[config.mk]
export PLATFORM = sky130hd
export DESIGN_NAME = adc_serial_ctrl
export DESIGN_NICKNAME = d
export VERILOG_FILES = /design/src/rtl/adcif_pkg.sv /design/src/rtl/adcif_sclk_eng.sv /design/src/rtl/adcif_tx_shift.sv /design/src/rtl/adcif_rx_shift.sv /design/src/rtl/adcif_seq.sv /design/src/rtl/adc_serial_ctrl.sv
export SDC_FILE = /design/constraint.sdc
export NUM_CORES = 1
export LEC_CHECK = 0
export BUFFER_PORTS_ARGS = -buffer_cell sky130_fd_sc_hd__clkbuf_2
export CAP_MARGIN = 10
export CORE_ASPECT_RATIO = 1.1
export CORE_MARGIN = 2
export CORE_UTILIZATION = 50
export CTS_CLUSTER_SIZE = 8
export DETAILED_ROUTE_END_ITERATION = 16
export GPL_TIMING_DRIVEN = 0
export PLACE_DENSITY_LB_ADDON = 0.3
export SYNTH_ARGS = -nofsm -noshare
export SYNTH_HDL_FRONTEND = slang
export SYNTH_SLANG_ARGS = --single-unit
[constraint.sdc]
create_clock -name clk -period 4.11 [get_ports clk]
set_input_delay 0.2055 -clock clk [delete_from_list [all_inputs] [get_ports clk]]
set_output_delay 0.2055 -clock clk [all_outputs]
set_load 0.02 [all_outputs]
[src/rtl/adcif_pkg.sv]
package adcif_pkg;

    localparam int CH_W    = 3;
    localparam int DATA_W  = 12;
    localparam int CTRL_W  = CH_W + 2;
    localparam int FRAME_W = 1 + CH_W + DATA_W;
    localparam int BITS_W  = $clog2(FRAME_W + 1);

    typedef enum logic [2:0] {
        ST_IDLE,
        ST_TX,
        ST_BLANK,
        ST_CONV,
        ST_WAIT,
        ST_RX
    } adcif_state_e;

    typedef struct packed {
        logic              err;
        logic [CH_W-1:0]   chan;
        logic [DATA_W-1:0] data;
    } adcif_result_t;

    // control word: address bits, start bit, power-down bit
    function automatic logic [CTRL_W-1:0] make_ctrl(input logic [CH_W-1:0] ch);
        return {ch, 1'b0, 1'b0};
    endfunction

    function automatic adcif_result_t parse_frame(input logic [FRAME_W-1:0] f);
        adcif_result_t r;
        r.err  = f[FRAME_W-1];
        r.chan = f[FRAME_W-2 -: CH_W];
        r.data = f[DATA_W-1:0];
        return r;
    endfunction

endpackage

[src/rtl/adcif_sclk_eng.sv]
module adcif_sclk_eng
    import adcif_pkg::*;
#(
    parameter int CLK_DIV = 2
) (
    input  logic              clk,
    input  logic              rst,
    input  logic              start,
    input  logic [BITS_W-1:0] nbits,
    output logic              sclk,
    output logic              frame_act,
    output logic              fall_stb,
    output logic              rise_stb,
    output logic              done
);
    localparam int DIV_W = $clog2(CLK_DIV + 1);

    logic [DIV_W-1:0]  div_q;
    logic [BITS_W-1:0] bit_q;
    logic [BITS_W-1:0] nbits_q;
    logic              run_q;
    logic              sclk_q;
    logic              half_end;
    logic              last_bit;

    assign half_end = run_q && (div_q == DIV_W'(CLK_DIV - 1));
    assign last_bit = (bit_q == nbits_q - BITS_W'(1));
    assign fall_stb = half_end && sclk_q;
    assign rise_stb = half_end && !sclk_q && !last_bit;
    assign done     = half_end && !sclk_q && last_bit;
    assign sclk      = sclk_q;
    assign frame_act = run_q;

    always_ff @(posedge clk) begin
        if (rst) begin
            run_q   <= 1'b0;
            sclk_q  <= 1'b1;
            div_q   <= '0;
            bit_q   <= '0;
            nbits_q <= '0;
        end else if (start && !run_q) begin
            run_q   <= 1'b1;
            sclk_q  <= 1'b1;
            div_q   <= '0;
            bit_q   <= '0;
            nbits_q <= nbits;
        end else if (run_q) begin
            if (half_end) begin
                div_q <= '0;
                if (sclk_q) begin
                    sclk_q <= 1'b0;
                end else begin
                    sclk_q <= 1'b1;
                    if (last_bit) run_q <= 1'b0;
                    else          bit_q <= bit_q + BITS_W'(1);
                end
            end else begin
                div_q <= div_q + DIV_W'(1);
            end
        end
    end


    half_period_chk: assert property (@(posedge clk) disable iff (rst)
        (run_q && !half_end) |=> $stable(sclk_q));


    bit_bound_chk: assert property (@(posedge clk) disable iff (rst)
        run_q |-> (bit_q < nbits_q));

endmodule

[src/rtl/adcif_tx_shift.sv]
module adcif_tx_shift
    import adcif_pkg::*;
(
    input  logic              clk,
    input  logic              rst,
    input  logic              load,
    input  logic [CTRL_W-1:0] word,
    input  logic              shift,
    output logic              dout
);
    logic [CTRL_W-1:0] sr_q;

    always_ff @(posedge clk) begin
        if (rst)        sr_q <= '0;
        else if (load)  sr_q <= word;
        else if (shift) sr_q <= {sr_q[CTRL_W-2:0], 1'b0};
    end

    assign dout = sr_q[CTRL_W-1];

endmodule

[src/rtl/adcif_rx_shift.sv]
module adcif_rx_shift
    import adcif_pkg::*;
(
    input  logic               clk,
    input  logic               rst,
    input  logic               sample,
    input  logic               din,
    output logic [FRAME_W-1:0] frame
);
    logic [FRAME_W-1:0] sr_q;

    always_ff @(posedge clk) begin
        if (rst)         sr_q <= '0;
        else if (sample) sr_q <= {sr_q[FRAME_W-2:0], din};
    end

    assign frame = sr_q;

endmodule

[src/rtl/adcif_seq.sv]
module adcif_seq
    import adcif_pkg::*;
#(
    parameter int BLANK_CYCLES = 6,
    parameter int PULSE_W      = 2,
    parameter int CONV_CYCLES  = 10
) (
    input  logic              clk,
    input  logic              rst,
    input  logic              req_valid,
    input  logic              eng_done,
    output adcif_state_e      state,
    output logic              accept,
    output logic              eng_start,
    output logic [BITS_W-1:0] eng_nbits,
    output logic              conv_n,
    output logic              capture
);
    localparam int MAX_A = (BLANK_CYCLES > PULSE_W) ? BLANK_CYCLES : PULSE_W;
    localparam int MAX_W = (MAX_A > CONV_CYCLES) ? MAX_A : CONV_CYCLES;
    localparam int CNT_W = $clog2(MAX_W + 1);

    adcif_state_e     st_q;
    logic [CNT_W-1:0] cnt_q;
    logic             conv_n_q;
    logic             wait_end;

    assign state     = st_q;
    assign accept    = (st_q == ST_IDLE) && req_valid;
    assign wait_end  = (st_q == ST_WAIT) && (cnt_q == CNT_W'(CONV_CYCLES - 1));
    assign eng_start = accept || wait_end;
    assign eng_nbits = (st_q == ST_IDLE) ? BITS_W'(CTRL_W) : BITS_W'(FRAME_W);
    assign capture   = (st_q == ST_RX) && eng_done;
    assign conv_n    = conv_n_q;

    always_ff @(posedge clk) begin
        if (rst) begin
            st_q     <= ST_IDLE;
            cnt_q    <= '0;
            conv_n_q <= 1'b1;
        end else begin
            case (st_q)
                ST_IDLE: if (req_valid) st_q <= ST_TX;
                ST_TX: if (eng_done) begin
                    st_q  <= ST_BLANK;
                    cnt_q <= '0;
                end
                ST_BLANK: if (cnt_q == CNT_W'(BLANK_CYCLES - 1)) begin
                    st_q     <= ST_CONV;
                    cnt_q    <= '0;
                    conv_n_q <= 1'b0;
                end else begin
                    cnt_q <= cnt_q + CNT_W'(1);
                end
                ST_CONV: if (cnt_q == CNT_W'(PULSE_W - 1)) begin
                    st_q     <= ST_WAIT;
                    cnt_q    <= '0;
                    conv_n_q <= 1'b1;
                end else begin
                    cnt_q <= cnt_q + CNT_W'(1);
                end
                ST_WAIT: if (wait_end) begin
                    st_q  <= ST_RX;
                    cnt_q <= '0;
                end else begin
                    cnt_q <= cnt_q + CNT_W'(1);
                end
                ST_RX: if (eng_done) st_q <= ST_IDLE;
                default: st_q <= ST_IDLE;
            endcase
        end
    end


    strobe_state_chk: assert property (@(posedge clk) disable iff (rst)
        !conv_n_q |-> (st_q == ST_CONV));

endmodule

[src/rtl/adc_serial_ctrl.sv]
module adc_serial_ctrl
    import adcif_pkg::*;
#(
    parameter int CLK_DIV      = 2,
    parameter int BLANK_CYCLES = 6,
    parameter int PULSE_W      = 2,
    parameter int CONV_CYCLES  = 10
) (
    input  logic              clk,
    input  logic              rst,
    input  logic              req_valid,
    input  logic [CH_W-1:0]   req_chan,
    output logic              busy,
    output logic              res_valid,
    output logic [CH_W-1:0]   res_chan,
    output logic [DATA_W-1:0] res_data,
    output logic              res_err,
    output logic              adc_sclk,
    output logic              adc_tfs_n,
    output logic              adc_dout,
    output logic              adc_conv_n,
    output logic              adc_rfs_n,
    input  logic              adc_din
);
    adcif_state_e       state;
    logic               accept;
    logic               eng_start;
    logic [BITS_W-1:0]  eng_nbits;
    logic               eng_done;
    logic               frame_act;
    logic               fall_stb;
    logic               rise_stb;
    logic               capture;
    logic [FRAME_W-1:0] rx_frame;
    adcif_result_t      res_q;
    logic               valid_q;

    adcif_seq #(
        .BLANK_CYCLES(BLANK_CYCLES),
        .PULSE_W     (PULSE_W),
        .CONV_CYCLES (CONV_CYCLES)
    ) seq_i (
        .clk      (clk),
        .rst      (rst),
        .req_valid(req_valid),
        .eng_done (eng_done),
        .state    (state),
        .accept   (accept),
        .eng_start(eng_start),
        .eng_nbits(eng_nbits),
        .conv_n   (adc_conv_n),
        .capture  (capture)
    );

    adcif_sclk_eng #(.CLK_DIV(CLK_DIV)) eng_i (
        .clk      (clk),
        .rst      (rst),
        .start    (eng_start),
        .nbits    (eng_nbits),
        .sclk     (adc_sclk),
        .frame_act(frame_act),
        .fall_stb (fall_stb),
        .rise_stb (rise_stb),
        .done     (eng_done)
    );

    adcif_tx_shift tx_i (
        .clk  (clk),
        .rst  (rst),
        .load (accept),
        .word (make_ctrl(req_chan)),
        .shift(rise_stb && (state == ST_TX)),
        .dout (adc_dout)
    );

    adcif_rx_shift rx_i (
        .clk   (clk),
        .rst   (rst),
        .sample(fall_stb && (state == ST_RX)),
        .din   (adc_din),
        .frame (rx_frame)
    );

    always_ff @(posedge clk) begin
        if (rst) begin
            valid_q <= 1'b0;
            res_q   <= '0;
        end else begin
            valid_q <= capture;
            if (capture) res_q <= parse_frame(rx_frame);
        end
    end

    assign busy      = (state != ST_IDLE);
    assign adc_tfs_n = !(frame_act && (state == ST_TX));
    assign adc_rfs_n = !(frame_act && (state == ST_RX));
    assign res_valid = valid_q;
    assign res_chan  = res_q.chan;
    assign res_data  = res_q.data;
    assign res_err   = res_q.err;


    frame_after_accept_chk: assert property (@(posedge clk) disable iff (rst)
        $fell(adc_tfs_n) |-> $past(req_valid && !busy));


    strobe_exclusive_chk: assert property (@(posedge clk) disable iff (rst)
        !adc_conv_n |-> (adc_tfs_n && adc_rfs_n));


    valid_single_chk: assert property (@(posedge clk) disable iff (rst)
        res_valid |=> !res_valid);


    valid_not_busy_chk: assert property (@(posedge clk) disable iff (rst)
        res_valid |-> !busy);

endmodule

After elaboration in Yosys (flattened, before gate mapping)
Cells that the tools add are included.

Flip-flop bits (word level): 58. Memory bits (writable): 0. Logic and storage cells: 91. Memories: 0. ROM bits: 0. Output and inout bits: 23. Input port bits: 7. Latch bits: 0.

Equality and inequality tests: 16. Multiply operators: 0. Add/sub/neg operators: 4. Reduce and logical (&&, ||, !) cells: 30. Shift operators: 0. Bitwise operators: 2. Order comparisons: 0. Div/mod/pow operators: 0. Multiplexer cells: 25.

Operator list (count): 2-to-1 mux 3 bit (6); case mux 3 bit (6 select lines) (1); 2-to-1 mux 4 bit (4); case mux 4 bit (4 select lines) (1); 2-to-1 mux 5 bit (3); logical AND 1 bit (13); != test 2 x 1 -> 1 bit, second input constant (5); 2-to-1 mux 1 bit (8); == test 3 x 2 -> 1 bit, second input constant (2); == test 3 bit, second input constant (2); AND reduction 6 bit (1); adder 5 x 1 -> 5 bit, second input constant (1); == test 5 bit (1); zero test 1 bit (5); subtractor 5 x 1 -> 5 bit, second input constant (1); adder 4 x 1 -> 4 bit, second input constant (1); == test 4 x 1 -> 1 bit, second input constant (1); == test 4 x 3 -> 1 bit, second input constant (1); == test 4 bit, second input constant (1); AND reduction 2 bit (2); AND reduction 4 bit (1); nonzero test 2 bit (2); nonzero test 4 bit (1); == test 3 x 1 -> 1 bit, second input constant (1); other kinds (11) (12).

Longest topological paths before layout
Word-level depth: 7. Mapped depth: 8. Mapped depth without buffers: 7.

Cells and area by module
Synthesis repeated with hierarchy kept, for this count alone.

Cells, all modules: 290. Area, all modules: 2758.9 um^2.

Modules (own cells, without submodules): adcif_sclk_eng (seq. area each 280.3 um^2, area an instance 715.7 um^2, cells each 81, times used 1); adc_serial_ctrl (seq. area each 340.3 um^2, area an instance 651.9 um^2, cells each 61, times used 1); adcif_seq (seq. area each 160.2 um^2, area an instance 583.1 um^2, cells each 74, times used 1); adcif_rx_shift (seq. area each 320.3 um^2, area an instance 580.6 um^2, cells each 52, times used 1); adcif_tx_shift (seq. area each 100.1 um^2, area an instance 227.7 um^2, cells each 22, times used 1).

Worst setup path after synthesis
Ideal clock, no wire load.

Path type: flip-flop to flip-flop. From: reg eng_i.bit_q[3]. To: reg res_q, in the netlist res_chan[0]. Setup time: 0.128 ns. Required time: 3.982 ns. Path buffers: 2. Clock period less this slack: 1.820 ns. Cell stages (with the launch flop): 8. Path slack: 2.290 ns. Arrival: 1.692 ns. Cells stage by stage: dfxtp_1 > or4b_4 > mux2i_4 > nand4_2 > buf_6 > buf_12 > mux2i_1 > nor2_1.

Cells in the longest elaborated chain, start to end: 3.

Ends and longest elaborated chain: from (decl) (RTL line adcif_sclk_eng.sv:19) `logic [BITS_W-1:0] bit_q;`; from (signal assigned) (RTL line adcif_sclk_eng.sv:55) `else bit_q <= bit_q + BITS_W'(1);`; == test 5 bit (RTL line adcif_sclk_eng.sv:27) `assign last_bit = (bit_q == nbits_q - BITS_W'(1));`; logical AND 1 bit (RTL line adcif_sclk_eng.sv:30) `assign done = half_end && !sclk_q && last_bit;`; logical AND 1 bit (RTL line adcif_seq.sv:33) `assign capture = (st_q == ST_RX) && eng_done;`; to (signal assigned) (RTL line adc_serial_ctrl.sv:90) `if (capture) res_q <= parse_frame(rx_frame);`; to (decl) (RTL line adc_serial_ctrl.sv:35) `adcif_result_t res_q;`.

Every way passes these cells. A chain may end at the register's enable or synchronous reset.

Final worst setup path
From: reg seq_i.cnt_q[0]. To: reg eng_i.div_q[0].

Cells in the longest elaborated chain, start to end: 5.

Ends and longest elaborated chain: from (decl) (RTL line adcif_seq.sv:24) `logic [CNT_W-1:0] cnt_q;`; from (signal assigned) (RTL line adcif_seq.sv:53) `cnt_q <= cnt_q + CNT_W'(1);`; from (signal assigned) (RTL line adcif_seq.sv:60) `cnt_q <= cnt_q + CNT_W'(1);`; from (signal assigned) (RTL line adcif_seq.sv:66) `cnt_q <= cnt_q + CNT_W'(1);`; == test 4 bit (RTL line adcif_seq.sv:30) `assign wait_end = (st_q == ST_WAIT) && (cnt_q == CNT_W'(CONV_CYCLES - 1));`; logical AND 1 bit (RTL line adcif_seq.sv:30); logical OR 1 bit (RTL line adcif_seq.sv:31) `assign eng_start = accept || wait_end;`; logical AND 1 bit (RTL line adcif_sclk_eng.sv:41) `end else if (start && !run_q) begin`; OR reduction 2 bit (no line); to (signal assigned) (RTL line adcif_sclk_eng.sv:58) `div_q <= div_q + DIV_W'(1);`; to (decl) (RTL line adcif_sclk_eng.sv:18) `logic [DIV_W-1:0] div_q;`.

Every way passes these cells.

==> impl_metrics.ini <==
[critical_path]
path_class = register to register
cp_slowest_cell = nor4_1
rr_worst_depth = 7
critPathMaxFanout = 8
critPathMaxStageDelay_ns = 0.64
critical_path.reg2reg.endpoint = eng_i.div_q[0]
crit_path_end_kind = register
startpoint_type = register
r2r_slack_ns = 1.95
path_cells = ha_1, and3b_1, mux2i_1, nor4_1, or2_2, clkbuf_2, nor2_1
cp_data_arrival_time_ns = 2.37
reg2reg_from = seq_i.cnt_q[0]
cp_data_required_time_ns = 4.31
crit_path_end = eng_i.div_q[0]
crit_start = seq_i.cnt_q[0]

[detailed_routing]
route.detailed.drc = 0
highest_layer = met4
vias_per_cell = 5.405
wl_met1_um = 2042
met2_length_um = 2070
vias = 1843
wl_per_cell_um = 12.97
firstDrtPassIters = 4
routed-wl-met3_um = 244
wl_um = 4423
drtIter0Drc = 152
ant_nets = 0

[floorplan]
rows = 26
die_w_um = 69.66
dieHeight_um = 76.23
core-area_um2 = 4619
num_io_pins = 30
start_util = 0.5133
die_area_um2 = 5309

[finish]
multiInputGateArea_um2 = 1172
n_antenna_cell = 0
nets = 294
design_area_um2 = 2680
final-seq-area_um2 = 1101
nFillCells = 447
area_growth_pct = 13.03
layout-drive-gt1-share = 0.1789
fin_cells = 341

[placed_design]
dpl-instance-area_um2 = 2586
dp_cells = 333
gp_congestion = 0.8198
hpwlAfterDp_um = 3130
post-place-ws_ns = 1.976
io_buffers = 29

[clock_network]
cts_root_buf = clkbuf_8
numCtsBuffers = 5
post_cts_buffers = 0
cts_tree = built
cts_hold_buf = 0
clk_latency_ns = 0.31
max-clock-path-buffers = 2
post_cts_resized = 0
cts_sinks = 55
clk_pin_slew_worst_paths_ns = 0.10
htreeDepth = 2

[min_path]
holdCritPathClass = input pin to register

[timing]
finalSetupViolCount = 0
layout_min_cycle_time_ns = 2.164
hold_viol_final = 0
setup_tns_ns = 0
worst_pin_slew_ns = 0.8310
rsz0062_at_grt = no
slew-limit-headroom = 0.4409
drv_slew = 0
fmax_ghz = 0.4621
fin_worst_skew_ns = 0.01002
worst_slack_ns = 1.946
period_share = 0.5265

[logic_synthesis]
synthAdderAreaFrac = 0.01583
ys_ff_latch = 55
syn_nets = 258
netlist_top_cells_count = dfxtp_1, nor2_1, mux2i_1, a21oi_1, nand2_1
synth_area_leaders = dfxtp_1, mux2i_1, nor2_1
async_flop_share = 0
yosys.area.top_type = dfxtp_1
synth-xor-area-share = 0.02216
ys.flop_type = dfxtp_1
synth-compound-area-share = 0.09288
synth.top_cell.area_share = 0.4644
synth_mux_area_frac = 0.1657
netlist_area_um2 = 2371
netlist_instances = 248
synth_edf_count = 0
syn-mean-instance-area_um2 = 9.561
seq_area_frac_synth = 0.4644
synth_top_family_by_area = simple AND/OR/NAND/NOR gates
yosysWarnings = 0
yosysUniqueCellTypes = 45
yosysMostFrequentCell = dfxtp_1
synth_simple_gate_area_frac = 0.1979

[pwr]
power_density_nw_per_um2 = 379.7
design_power_total_mw = 1.018
p_leak_nw = 1.132
p_seq_frac = 0.554
intPower_mw = 0.7310
p_clk_frac = 0.299
peakVddDrop_v = 0.0002342
pwr-share-comb = 0.146
switching_share = 0.2817
p_switching_mw = 0.2866

[outcome]
status = finished clean

[run]
drv_cap = 0

[grt]
grt_pass1_wl_um = 8148
grt_overflow = 0
grt_pass1_vias = 1835
grt_antenna_before_repair = 0
grt_max_degree = 19
grt.total_usage = 0.1876
==> sequential cells by signal, indices dropped and copies added (netlist names), 2 cells and up <==
signal,cells
rx_i.frame,16
res_data,12
eng_i.bit_q,5
seq_i.cnt_q,4
res_chan,3
seq_i.state,3
tx_i.sr_q,3
eng_i.div_q,2
eng_i.nbits_q,2
==> power by group through the flow <==
stage / clock network (mW) / registers (mW) / logic, mW
floorplan: 0 / 0.575 / 0.113
global placement: 0 / 0.575 / 0.147
detailed placement: 0 / 0.577 / 0.149
CTS: 0.316 / 0.564 / 0.149
global route: 0.338 / 0.567 / 0.169
finish: 0.305 / 0.564 / 0.149
==> worst max-delay path, delay by kind of cell (launching register included) <==
kind | cells | cell delay [ns]
buf+inv | 1 | 0.19
simple gates | 4 | 1.15
fa+ha+maj | 1 | 0.22
flops | 1 | 0.41
mux | 1 | 0.10
==> cell usage in the layout, fill, tap and decap left out, types with 2 or more instances in the layout <==
cell type / netlist / layout
ha_1: 3 / 3
o22a_1: 2 / 2
nor2_1: 50 / 50
buf_2: 4 / 4
nand3b_1: 2 / 2
clkbuf_2: 1 / 30
o211ai_1: 4 / 4
nor3_1: 2 / 2
xnor2_1: 5 / 5
nand2b_1: 7 / 7
mux2i_1: 37 / 37
nand3_1: 4 / 4
a21o_1: 2 / 2
or2_2: 2 / 2
clkbuf_1: 8 / 8
a21oi_1: 13 / 13
dfxtp_1: 55 / 55
a211oi_1: 5 / 5
clkinv_4: 0 / 2
clkbuf_8: 0 / 5
or3_1: 4 / 4
nand2_1: 11 / 11
inv_1: 3 / 3
==> per-stage QoR <==
| step | hold slack (ns) | util |
|---|---|---|
| 6_report | 0.1474 | 0.5802 |
| 4_1_cts | 0.1366 | 0.5802 |
| 3_3_place_gp | 0.4467 | 0.5599 |
| 2_1_floorplan | 0.3527 | - |
| 5_1_grt | 0.1441 | 0.5802 |
| 3_5_place_dp | 0.4516 | 0.5599 |
==> logic make-up after synthesis <==
| group | after synthesis |
|---|---|
| and+or+nand+nor | 95 |
| DFF | 55 |
| muxes | 38 |
| AOI/OAI and AO/OA | 33 |
| buffers and inverters | 18 |
| xor gates and xnor gates | 6 |
| adders and majority gates | 3 |
==> how the worst min path moves through the flow <==
stage / endpoint / depth (start not counted) / slack [ns] / startpoint
floorplan: rx_i.frame[0] / 2 / 0.35 / adc_din
global placement: rx_i.frame[0] / 3 / 0.45 / adc_din
detailed placement: rx_i.frame[0] / 3 / 0.45 / adc_din
CTS: rx_i.frame[0] / 3 / 0.14 / adc_din
global route: rx_i.frame[0] / 3 / 0.14 / adc_din
finish: rx_i.frame[0] / 3 / 0.15 / adc_din
==> layout make-up <==
class	count	area share
plain buffers	15	0.03221
flip-flops and latches	55	0.4108
clock buffers	5	0.02568
inverters	3	0.004202
well taps	56	0.02614
clock inverters	3	0.009337
repair buffers	29	0.05415
multi-input cells	175	0.4374
==> metal layers <==
layer / up-vias / GRT usage
met1: 861 / 0.2312
li1: 929 / -
met5: - / 0
met2: 45 / 0.3154
met3: 8 / 0.05291
met4: 0 / 0.06346
(Power assumes the default switching activity.)
